==> src/rtl/ddr_lp_pkg.sv <==
`timescale 1ns/1ps
package ddr_lp_pkg;
  typedef enum logic [2:0] {
    LP_IDLE      = 3'd0,
    LP_PD_PRE    = 3'd1,
    LP_PD_FAST   = 3'd2,
    LP_PD_SLOW   = 3'd3,
    LP_SELF_REF  = 3'd4,
    LP_EXIT_WAIT = 3'd5
  } lp_state_e;

  function automatic int imax(int a, int b);
    return (a > b) ? a : b;
  endfunction
endpackage

==> src/rtl/ddr_lp_downcnt.sv <==
`timescale 1ns/1ps
module ddr_lp_downcnt #(
  parameter int W = 8
) (
  input  logic         clk_i,
  input  logic         rst_ni,
  input  logic         load_i,
  input  logic [W-1:0] load_val_i,
  input  logic         dec_i,
  output logic [W-1:0] cnt_o,
  output logic         zero_o
);
  logic [W-1:0] cnt_q;

  always_ff @(posedge clk_i or negedge rst_ni) begin
    if (!rst_ni)                   cnt_q <= '0;
    else if (load_i)               cnt_q <= load_val_i;
    else if (dec_i && cnt_q != '0) cnt_q <= cnt_q - 1'b1;
  end

  assign cnt_o  = cnt_q;
  assign zero_o = (cnt_q == '0);
endmodule

==> src/rtl/ddr_lp_entry.sv <==
`timescale 1ns/1ps
module ddr_lp_entry (
  input  logic clk_i,
  input  logic rst_ni,
  input  logic arb_en_i,
  input  logic cancel_i,
  input  logic pd_req_i,
  input  logic sr_req_i,
  input  logic banks_idle_i,
  input  logic mrs_busy_i,
  input  logic rw_busy_i,
  output logic go_pd_o,
  output logic go_sr_o
);
  logic pend_pd_q, pend_sr_q;
  logic want_pd, want_sr, busy;

  assign want_pd = pend_pd_q | pd_req_i;
  assign want_sr = pend_sr_q | sr_req_i;
  assign busy    = mrs_busy_i | rw_busy_i;

  // self-refresh wins when both are legal
  assign go_sr_o = arb_en_i && !cancel_i && want_sr && !busy && banks_idle_i;
  assign go_pd_o = arb_en_i && !cancel_i && want_pd && !busy && !go_sr_o;

  always_ff @(posedge clk_i or negedge rst_ni) begin
    if (!rst_ni) begin
      pend_pd_q <= 1'b0;
      pend_sr_q <= 1'b0;
    end else if (cancel_i || go_sr_o || go_pd_o) begin
      pend_pd_q <= 1'b0;
      pend_sr_q <= 1'b0;
    end else begin
      pend_pd_q <= want_pd;
      pend_sr_q <= want_sr;
    end
  end
endmodule

==> src/rtl/ddr_lp_ctrl.sv <==
`timescale 1ns/1ps
module ddr_lp_ctrl
  import ddr_lp_pkg::*;
#(
  parameter int T_XP        = 3,
  parameter int T_XARD      = 2,
  parameter int T_XARDS     = 6,
  parameter int T_XSNR      = 10,
  parameter int T_XSRD      = 200,
  parameter int T_REFI      = 1560,
  parameter int PD_MAX_REFI = 9,
  parameter int EXIT_MARGIN = 8
) (
  input  logic       clk_i,
  input  logic       rst_ni,
  input  logic       pd_req_i,
  input  logic       sr_req_i,
  input  logic       wake_i,
  input  logic       banks_idle_i,
  input  logic       mrs_busy_i,
  input  logic       rw_busy_i,
  input  logic       slow_exit_i,
  input  logic       next_is_read_i,
  output logic       cke_o,
  output logic       nop_o,
  output logic       cmd_ok_o,
  output logic       dll_off_o,
  output logic [2:0] state_o
);
  localparam int EXIT_MAX   = imax(imax(T_XP, T_XARD), imax(T_XARDS, T_XSRD));
  localparam int EW         = $clog2(EXIT_MAX + 1);
  localparam int RES_CYC    = PD_MAX_REFI * T_REFI - EXIT_MARGIN;
  localparam int RW         = $clog2(RES_CYC + 1);
  localparam int SR_NR_LEFT = T_XSRD - T_XSNR;

  lp_state_e state_q, state_d;
  logic is_idle, in_pd, in_sr, in_wait;
  logic cancel, go_pd, go_sr;
  logic res_zero, res_expire, exit_go, exit_zero, sr_exit_q;
  logic [RW-1:0] res_cnt;
  logic [EW-1:0] exit_cnt, exit_val;

  assign is_idle = (state_q == LP_IDLE);
  assign in_sr   = (state_q == LP_SELF_REF);
  assign in_wait = (state_q == LP_EXIT_WAIT);
  assign in_pd   = (state_q == LP_PD_PRE) || (state_q == LP_PD_FAST) ||
                   (state_q == LP_PD_SLOW);
  assign cancel  = is_idle && wake_i;

  ddr_lp_entry i_entry (
    .clk_i        (clk_i),
    .rst_ni       (rst_ni),
    .arb_en_i     (is_idle),
    .cancel_i     (cancel),
    .pd_req_i     (pd_req_i),
    .sr_req_i     (sr_req_i),
    .banks_idle_i (banks_idle_i),
    .mrs_busy_i   (mrs_busy_i),
    .rw_busy_i    (rw_busy_i),
    .go_pd_o      (go_pd),
    .go_sr_o      (go_sr)
  );

  // residency limit: PD lasts at most RES_CYC cycles
  ddr_lp_downcnt #(.W(RW)) i_res_cnt (
    .clk_i      (clk_i),
    .rst_ni     (rst_ni),
    .load_i     (go_pd),
    .load_val_i (RW'(RES_CYC - 1)),
    .dec_i      (in_pd),
    .cnt_o      (res_cnt),
    .zero_o     (res_zero)
  );

  assign res_expire = in_pd && res_zero;
  assign exit_go    = (in_pd && (wake_i || res_expire)) || (in_sr && wake_i);

  always_comb begin
    unique case (state_q)
      LP_PD_PRE:   exit_val = EW'(T_XP);
      LP_PD_FAST:  exit_val = EW'(T_XARD);
      LP_PD_SLOW:  exit_val = EW'(T_XARDS);
      LP_SELF_REF: exit_val = EW'(T_XSRD);
      default:     exit_val = '0;
    endcase
  end

  ddr_lp_downcnt #(.W(EW)) i_exit_cnt (
    .clk_i      (clk_i),
    .rst_ni     (rst_ni),
    .load_i     (exit_go),
    .load_val_i (exit_val),
    .dec_i      (in_wait),
    .cnt_o      (exit_cnt),
    .zero_o     (exit_zero)
  );

  always_comb begin
    state_d = state_q;
    unique case (state_q)
      LP_IDLE: begin
        if (go_sr)      state_d = LP_SELF_REF;
        else if (go_pd) state_d = banks_idle_i ? LP_PD_PRE :
                                  (slow_exit_i ? LP_PD_SLOW : LP_PD_FAST);
      end
      LP_PD_PRE, LP_PD_FAST, LP_PD_SLOW, LP_SELF_REF:
        if (exit_go) state_d = LP_EXIT_WAIT;
      LP_EXIT_WAIT:
        if (exit_zero) state_d = LP_IDLE;
      default: state_d = LP_IDLE;
    endcase
  end

  always_ff @(posedge clk_i or negedge rst_ni) begin
    if (!rst_ni) begin
      state_q   <= LP_IDLE;
      sr_exit_q <= 1'b0;
    end else begin
      state_q <= state_d;
      if (exit_go) sr_exit_q <= in_sr;
    end
  end

  // non-read after self-refresh may go once T_XSNR has elapsed
  always_comb begin
    if (is_idle)      cmd_ok_o = 1'b1;
    else if (in_wait) cmd_ok_o = exit_zero ||
                                 (sr_exit_q && !next_is_read_i &&
                                  exit_cnt <= EW'(SR_NR_LEFT));
    else              cmd_ok_o = 1'b0;
  end

  assign cke_o     = is_idle || in_wait;
  assign nop_o     = !cmd_ok_o;
  assign dll_off_o = (state_q == LP_PD_PRE) || (state_q == LP_PD_SLOW) || in_sr;
  assign state_o   = state_q;
endmodule

==> config.mk <==
export PLATFORM = sky130hd
export DESIGN_NAME = ddr_lp_ctrl
export DESIGN_NICKNAME = d
export VERILOG_FILES = /design/src/rtl/ddr_lp_pkg.sv /design/src/rtl/ddr_lp_downcnt.sv /design/src/rtl/ddr_lp_entry.sv /design/src/rtl/ddr_lp_ctrl.sv
export SDC_FILE = /design/constraint.sdc
export NUM_CORES = 1
export LEC_CHECK = 0
export CAP_MARGIN = 40
export CORE_MARGIN = 4
export CORE_UTILIZATION = 49
export CTS_CLUSTER_DIAMETER = 50
export CTS_CLUSTER_SIZE = 28
export DETAILED_ROUTE_END_ITERATION = 10
export GPL_ROUTABILITY_DRIVEN = 0
export PLACE_DENSITY_LB_ADDON = 0.08
export SETUP_SLACK_MARGIN = 0.4
export SLEW_MARGIN = 20
export SYNTH_ARGS = -nofsm -noshare
export SYNTH_HDL_FRONTEND = slang
export SYNTH_SLANG_ARGS = --single-unit
==> constraint.sdc <==
create_clock -name clk_i -period 3.7 [get_ports clk_i]
set_input_delay 0.74 -clock clk_i [delete_from_list [all_inputs] [get_ports clk_i]]
set_output_delay 0.74 -clock clk_i [all_outputs]
set_load 0.01 [all_outputs]
==> results of run 1 <==
==> metrics by stage <==
stage          area, sq um  worst slack [ns]  instances  hold WS, ns  total power [uW]
6_report              2100             0.569        268        0.533              1700
5_1_grt               2100             0.434        268        0.584              1850
4_1_cts               2100             0.489        268        0.547              1700
3_5_place_dp          2060             0.723        265        0.528              1520
3_3_place_gp          2060             0.756        265        0.494              1500
2_1_floorplan         1880              1.45        211        0.444              1250
==> area by class of cell <==
cell class | instances | share of cell area, %
Multi-Input combinational cell | 164 | 52.3
Sequential cell | 28 | 33.3
Timing Repair Buffer | 18 | 8.33
Tap cell | 48 | 2.86
Clock buffer | 3 | 1.96
Inverter | 7 | 1.25
==> repair_timing <==
action,in CTS,in global routing
endpoints found under the setup margin,0,2
gates resized for setup,0,1
hold buffers,0,0
==> flip-flops by register name, summed over array words and instances (netlist names) <==
| name | cells |
|---|---|
| i_entry.pend_pd_q | 1 |
| i_entry.pend_sr_q | 1 |
| i_exit_cnt.cnt_o | 8 |
| i_res_cnt.cnt_o | 14 |
| sr_exit_q | 1 |
| state_o | 3 |
==> power by group through the flow <==
stage | clock network (uW) | registers (uW) | logic (uW)
3_5_place_dp | 0 | 627 | 893
4_1_cts | 173 | 621 | 903
6_report | 168 | 627 | 902
5_1_grt | 184 | 654 | 1010
3_3_place_gp | 0 | 619 | 879
2_1_floorplan | 0 | 548 | 699
==> per-layer routing <==
| layer | up-vias | routed length [um] | global-route usage, % | part of all wire [%] |
|---|---|---|---|---|
| met5 | - | 0 | 0 | 0 |
| met4 | 0 | 47 | 5.11 | 1.0 |
| met3 | 7 | 75 | 2.59 | 1.7 |
| met2 | 24 | 2290 | 32.7 | 51 |
| met1 | 815 | 2080 | 24.5 | 46 |
| li1 | 834 | - | - | - |
==> worst min-delay path by stage <==
| stage | to | slack, ns |
|---|---|---|
| 2_1_floorplan | i_entry.pend_pd_q | 0.44 |
| 3_3_place_gp | i_res_cnt.cnt_o[11] | 0.49 |
| 3_5_place_dp | i_res_cnt.cnt_o[11] | 0.53 |
| 4_1_cts | i_res_cnt.cnt_o[11] | 0.55 |
| 5_1_grt | i_res_cnt.cnt_o[11] | 0.58 |
| 6_report | i_res_cnt.cnt_o[11] | 0.53 |
==> cells in the final DEF (no fill, tap or decap), types with 3 or more instances in the layout <==
master,netlist,routed
nand4_1,7,7
clkdlybuf4s50_1,0,16
or4_1,4,4
o211ai_1,4,4
o21a_1,5,5
a221oi_1,5,5
or3_1,8,8
a21oi_1,5,5
nor2b_1,4,4
nand3_1,10,10
inv_1,7,7
nand2_1,10,10
nor2_1,14,14
a211oi_1,4,4
nand3b_1,3,3
o31ai_1,3,3
mux2i_1,5,5
or2_2,3,3
nor3_1,14,14
o21ai_0,9,9
nor4_1,4,4
ha_1,5,5
dfrtp_1,28,28
clkbuf_8,0,3
nand2b_1,3,3
==> logic make-up (layout without fill, tap and decap cells) <==
logic type / count (synthesis) / count (layout)
simple gates: 99 / 99
compound gates: 53 / 53
flops: 28 / 28
buf+inv: 19 / 28
fa+ha+maj: 5 / 5
mux: 5 / 5
xor+xnor: 2 / 2
==> summary.md, run 1 <==
| Metric | Value |
|---|---|
| Yosys Warn Count | 0 |
| Clock power frac | 9.9% |
| Vias per cell | 6.27 |
| Leakage | 0.000776 uW |
| Post-synth EDFFs | 0 |
| Setup TNS | 0 ns |
| Avg WL per Cell | 16.7 um |
| Final Hold Fails | 0 |
| Register area | around 700 sq um |
| Die Ht | 70.0 um |
| Layout cell share with drive strength beyond 1 | approximately 6.4% |
| TritonCTS clock tree | yes |
| Switching share of total power | a little under half |
| Synthesis-stage register bit count | 28 |
| Share of the synthesized area in the top cell type | 37.2% |
| Syn Area/Cell | 8.93 sq um |
| Nets@finish | 237 |
| Sw Pwr | 772 uW |
| Critical Path Start | state_o[2] |
| Synth area leaders | dfrtp_1 (37%), nor3_1 (3.7%), ha_1 (3.3%) |
| Area taken by multi-input logic gates | about 1100 sq um |
| DIE WIDTH | 70.0 um |
| DRC viols | 0 |
| Min Tclk post-route | approximately 3.1 ns |
| Clock transition at path regs | 0.09 ns |
| Max cap viols | 0 |
| Synth Flop Type | dfrtp_1 |
| Drt initial violations | 74 |
| Type of the most critical hold path | reg2reg |
| Reg power frac | between 30% and 40% |
| Total global-route track usage | 18.9% |
| Required time worst endpoint | 2.96 ns |
| Fraction of registers with async set/reset | 100% |
| Reg2Reg Setup Slack | between 1 and 1.5 ns |
| Via Count | 1680 |
| HP Start | i_res_cnt.cnt_o[11] |
| CP Max Fanout | 20 |
| Setup-failing EPs final | 0 |
| Final ANT Viol Nets | 0 |
| Max Clk Rate | 0.319 GHz |
| Port buffer count | 16 |
| Clk_lat worst skew | 0.27 ns |
| Syn Inst Count | 211 |
| Grt total ovfl | 0 |
| First-pass GRT wire length | 7.81 mm |
| Arrival @ worst endpoint | 2.39 ns |
| Root Buffer | clkbuf_8 |
| Pwr per Cell Area | 807 nW/um^2 |
| Clk sinks | 28 |
| Worst r2r path cells | 4 |
| IO Pins | 17 |
| Combinational power share | 53.2% |
| Measured slew at the worst slew-check pin | roughly 0.81 ns |
| Die area | 4900 sq um |
| Worst R2R End | i_exit_cnt.cnt_o[2] |
| Most numerous cell in the Yosys netlist | dfrtp_1 |
| Area Growth Syn to Fin | 11.6% |
| Kind of critical path | reg2out |
| Cell Chain, Critical Path | nand3b_1 > or3_1 > o22ai_1 > clkdlybuf4s50_1 |
| Largest net degree at the start of global routing | 29 |
| Final Cycle Share | between 80% and 90% |
| Worst Setup End Kind | primary output |
| Worst path bufs/invs | 1 |
| Synth unique cells | 51 |
| Largest family of logic cells by synthesized area | simple AND/OR/NAND/NOR gates |
| Filler instances | 346 |
| Post CTS Setup Buffer Count | 0 |
| Cell taking the most area after synthesis | dfrtp_1 |
| Crit-path slowest cell | dfrtp_1 |
| Post-Syn Nets | between 200 and 250 |
| Max_slew headroom | 46.2% |
| XOR/XNOR Fraction of Synth Area | less than 1% |
| Final core occ | 57.0% |
| Area of the mapped netlist | 1880 sq um |
| H-tree level count | 1 |
| Initial Util | 51.1% |
| Adder-cell share of the synthesized area | 3.32% |
| TritonRoute pass-1 iters | 4 |
| Detailed Route WL | 4.49 mm |
| Crit path depth | 4 |
| Critical Path Max Stage Delay | 0.68 ns |
| CP Launch Type | register |
| Max VDD drop | 0.417 mV |
| Num CTS Buffers | 3 |
| Initial antenna violation count | 0 |
| RR Startpoint | i_res_cnt.cnt_o[2] |
| Pint | 925 uW |
| Fraction of synthesized area in multiplexers | approximately 2.7% |
| Simple-gate share of the synthesized area | 31.0% |
| Detailed-placement wirelength estimate | 3.23 mm |
| Ant diodes | 0 |
| Clock skew | between 0.008 and 0.009 ns |
| Synth top cells by count | dfrtp_1 (28), nor2_1 (14), nor3_1 (14), nand2_1 (10), nand3_1 (10) |
| RSZ-0062 raised after global routing | no |
| Core footprint | 3690 sq um |
| Slew Viols, Final | 0 |
| Status | complete, no violations |
| Hold Path Depth | 1 |
| Compound-Gate Fraction of Synth Area | approximately 20% |
| CP endpoint | cmd_ok_o |
| Delay-heaviest family, CP | simple AND/OR/NAND/NOR gates |
| Vias in the first global route | 1728 |
| Row Count | 22 |
| Maximum clock path buffer count | 2 |
| Sequential-to-total area share from yosys stat | roughly 37% |
(Power assumes the default switching activity.)
==> run 2, diff against run 1 <==
==> constraint.sdc (replaced) <==
create_clock -name clk_i -period 2.5 [get_ports clk_i]
set_input_delay 0.5 -clock clk_i [delete_from_list [all_inputs] [get_ports clk_i]]
set_output_delay 0.5 -clock clk_i [all_outputs]
set_load 0.01 [all_outputs]
==> run 2 against run 1 <==
Against the previous run:
- combinational power increased by 100%
- worst setup slack got worse by 0.24 ns
- clock power rose by 120%
- power grew 78%
- cell area rose by 15%
- register-to-register slack worse by 0.93 ns
==> summary.md, run 2 (same netlist as run 1, synthesis figures left out) <==
| Metric | Value |
|---|---|
| Num CTS Buffers | 3 (unchanged) |
| Fin Hold WS | 0.518 ns (-0.0146 ns) |
| Delay-heaviest family, CP | flip-flops |
| Vias per cell | 6.26 (-0.14%) |
| Status | complete, no violations |
| Row Count | 22 (unchanged) |
| Clock transition at path regs | 0.10 ns (about the same) |
| Max_slew headroom | 53.7% (+7.5 points) |
| Via Count | 1878 (+12%) |
| Slew Viols, Final | 0 (unchanged) |
| Max Clk Rate | between 0.4 and 0.5 GHz |
| Die area | 4900 sq um (unchanged) |
| Sw Pwr | 1300 uW (+68%) |
| Critical Path Max Stage Delay | 0.40 ns (-0.28 ns) |
| Initial Util | 51.1% (unchanged) |
| Maximum clock path buffer count | 2 (unchanged) |
| Detailed Route WL | 5.14 mm (+14%) |
| Final Hold Fails | 0 (unchanged) |
| Root Buffer | clkbuf_8 |
| Avg WL per Cell | 17.1 um (+2.2%) |
| Clk_lat worst skew | 0.28 ns (about the same) |
| Arrival @ worst endpoint | 1.67 ns (-0.72 ns) |
| Drt initial violations | 136 (+84%) |
| Kind of critical path | reg2out |
| Measured slew at the worst slew-check pin | 0.677 ns (-0.128 ns) |
| DIE WIDTH | 70.0 um (unchanged) |
| Final Cycle Share | 86.8% |
| Port buffer count | 16 (unchanged) |
| TritonRoute pass-1 iters | 4 (unchanged) |
| Clk sinks | 28 (unchanged) |
| Initial antenna violation count | 0 (unchanged) |
| Area Growth Syn to Fin | 28.0% |
| CP Max Fanout | 2 (-90%) |
| Cell Chain, Critical Path | inv_2 > ha_4 > nor3b_4 > nand4_1 > o21a_1 > o22a_1 > buf_2 |
| Leakage | 0.000957 uW (+23%) |
| Detailed-placement wirelength estimate | 3.44 mm (+6.5%) |
| H-tree level count | 1 (unchanged) |
| First-pass GRT wire length | 8.78 mm (+12%) |
| IO Pins | 17 (unchanged) |
| Max VDD drop | 0.844 mV (+100%) |
| Core footprint | 3690 sq um (unchanged) |
| Vias in the first global route | 1959 (+13%) |
| Grt total ovfl | 0 (unchanged) |
| DP Cell Count | 279 (+5.3%) |
| Die Ht | 70.0 um (unchanged) |
| Largest register FFs | 14 (unchanged) |
| Worst Setup End Kind | primary output |
| Layout cell share with drive strength beyond 1 | 25.0% (+19 points) |
| Post-route insts no fill | 300 (+12%) |
| Min Tclk post-route | 2.17 ns |
| Crit-path slowest cell | dfrtp_1 |
| Clock skew | 0.00459 ns (-0.00386 ns) |
| Commonest non-fill, non-tap cell in the layout | buf_4 |
| TritonCTS clock tree | yes |
| Required time worst endpoint | 2.00 ns (-0.96 ns) |
| Combinational power share | 60.4% (+7.2 points) |
| Final ANT Viol Nets | 0 (unchanged) |
| Setup-failing EPs final | 0 (unchanged) |
| CP Launch Type | register |
| Most frequent cells in the layout | buf_4 (32), dfrtp_1 (25), nor2_1 (14) |
| Total global-route track usage | 21.6% (+2.7 points) |
| Pint | 1720 uW (+86%) |
| Switching share of total power | 43.1% (-2.4 points) |
| Nets@finish | 268 (+13%) |
| DRC viols | 0 (unchanged) |
| Reg power frac | 27.5% (-9.5 points) |
| Largest net degree at the start of global routing | 29 (unchanged) |
| RSZ-0062 raised after global routing | yes |
| Type of the most critical hold path | reg2reg |
| Worst path bufs/invs | 2 (+1) |
| Clock power frac | 12.2% (+2.3 points) |
| Max cap viols | 0 (unchanged) |
| Pwr per Cell Area | 1250 nW/um^2 (+55%) |
| Ant diodes | 0 (unchanged) |
| Final Power | 3020 uW (+78%) |
run 2: cell types whose count changed in the layout (fill, tap and decap cells not counted), sizes merged:
cell | previous run | this run
buf | 2 | 35
clkdlybuf4s50 | 16 | 10
dlygate4sd2 | 0 | 4
bufinv | 0 | 1
run 2: through the flow:
stage	cell area, sq um	utilization [%]	setup WS (ns)	TNS [ns]
after CTS	2360	63.9	0.280	0
after floorplan	1880	-	0.460	0
final	2410	65.4	0.331	0
after global routing	2410	65.4	0.221	0
after detailed placement	2160	58.6	-0.00379	-0.00379
after global placement	2160	58.6	0.0424	0
run 2: final cells by class:
type                       count  area, sq um
clock buffer                   3         41.3
clock inverter                 1         30.0
fill                         324         1280
inverter                       7         26.3
multi-input combinational    164         1150
sequential                    28          704
tap                           48         60.1
timing repair buffer          49          397
run 2: final timing paths:
check	startpoint	to	slack [ns]	depth (start not counted)
worst max-delay path	i_exit_cnt.cnt_o[1]	nop_o	0.33	7
worst min-delay path	i_res_cnt.cnt_o[11]	i_res_cnt.cnt_o[11]	0.52	1
worst max register to register	state_o[2]	i_res_cnt.cnt_o[13]	0.46	5
worst min register to register	i_res_cnt.cnt_o[11]	i_res_cnt.cnt_o[11]	0.52	1
max in group asynchronous	rst_ni	i_exit_cnt.cnt_o[4]	1.62	2
min in group asynchronous	rst_ni	i_res_cnt.cnt_o[2]	0.58	2
run 2: routing by layer:
metal / routed length [um] / GRT usage, %
met3: 200 / 4.03
met5: 0 / 0
met4: 109 / 8.09
met2: 2640 / 37.4
met1: 2180 / 26.5
run 2: repair_timing:
action                                  in CTS  in global routing
resized for setup                           23                 12
setup buffers                               13                  4
hold buffers                                 0                  0
endpoints found under the setup margin       8                 11
hold endpoints to repair                     0                  0
pin swaps                                    8                  7
run 2: power groups by stage:
| stage | Combinational [uW] | Sequential, uW | Clock [uW] |
|---|---|---|---|
| floorplan | 1030 | 811 | 0 |
| global placement | 1550 | 821 | 0 |
| detailed placement | 1590 | 832 | 0 |
| CTS | 1730 | 815 | 374 |
| global route | 2000 | 858 | 397 |
| finish | 1820 | 828 | 367 |
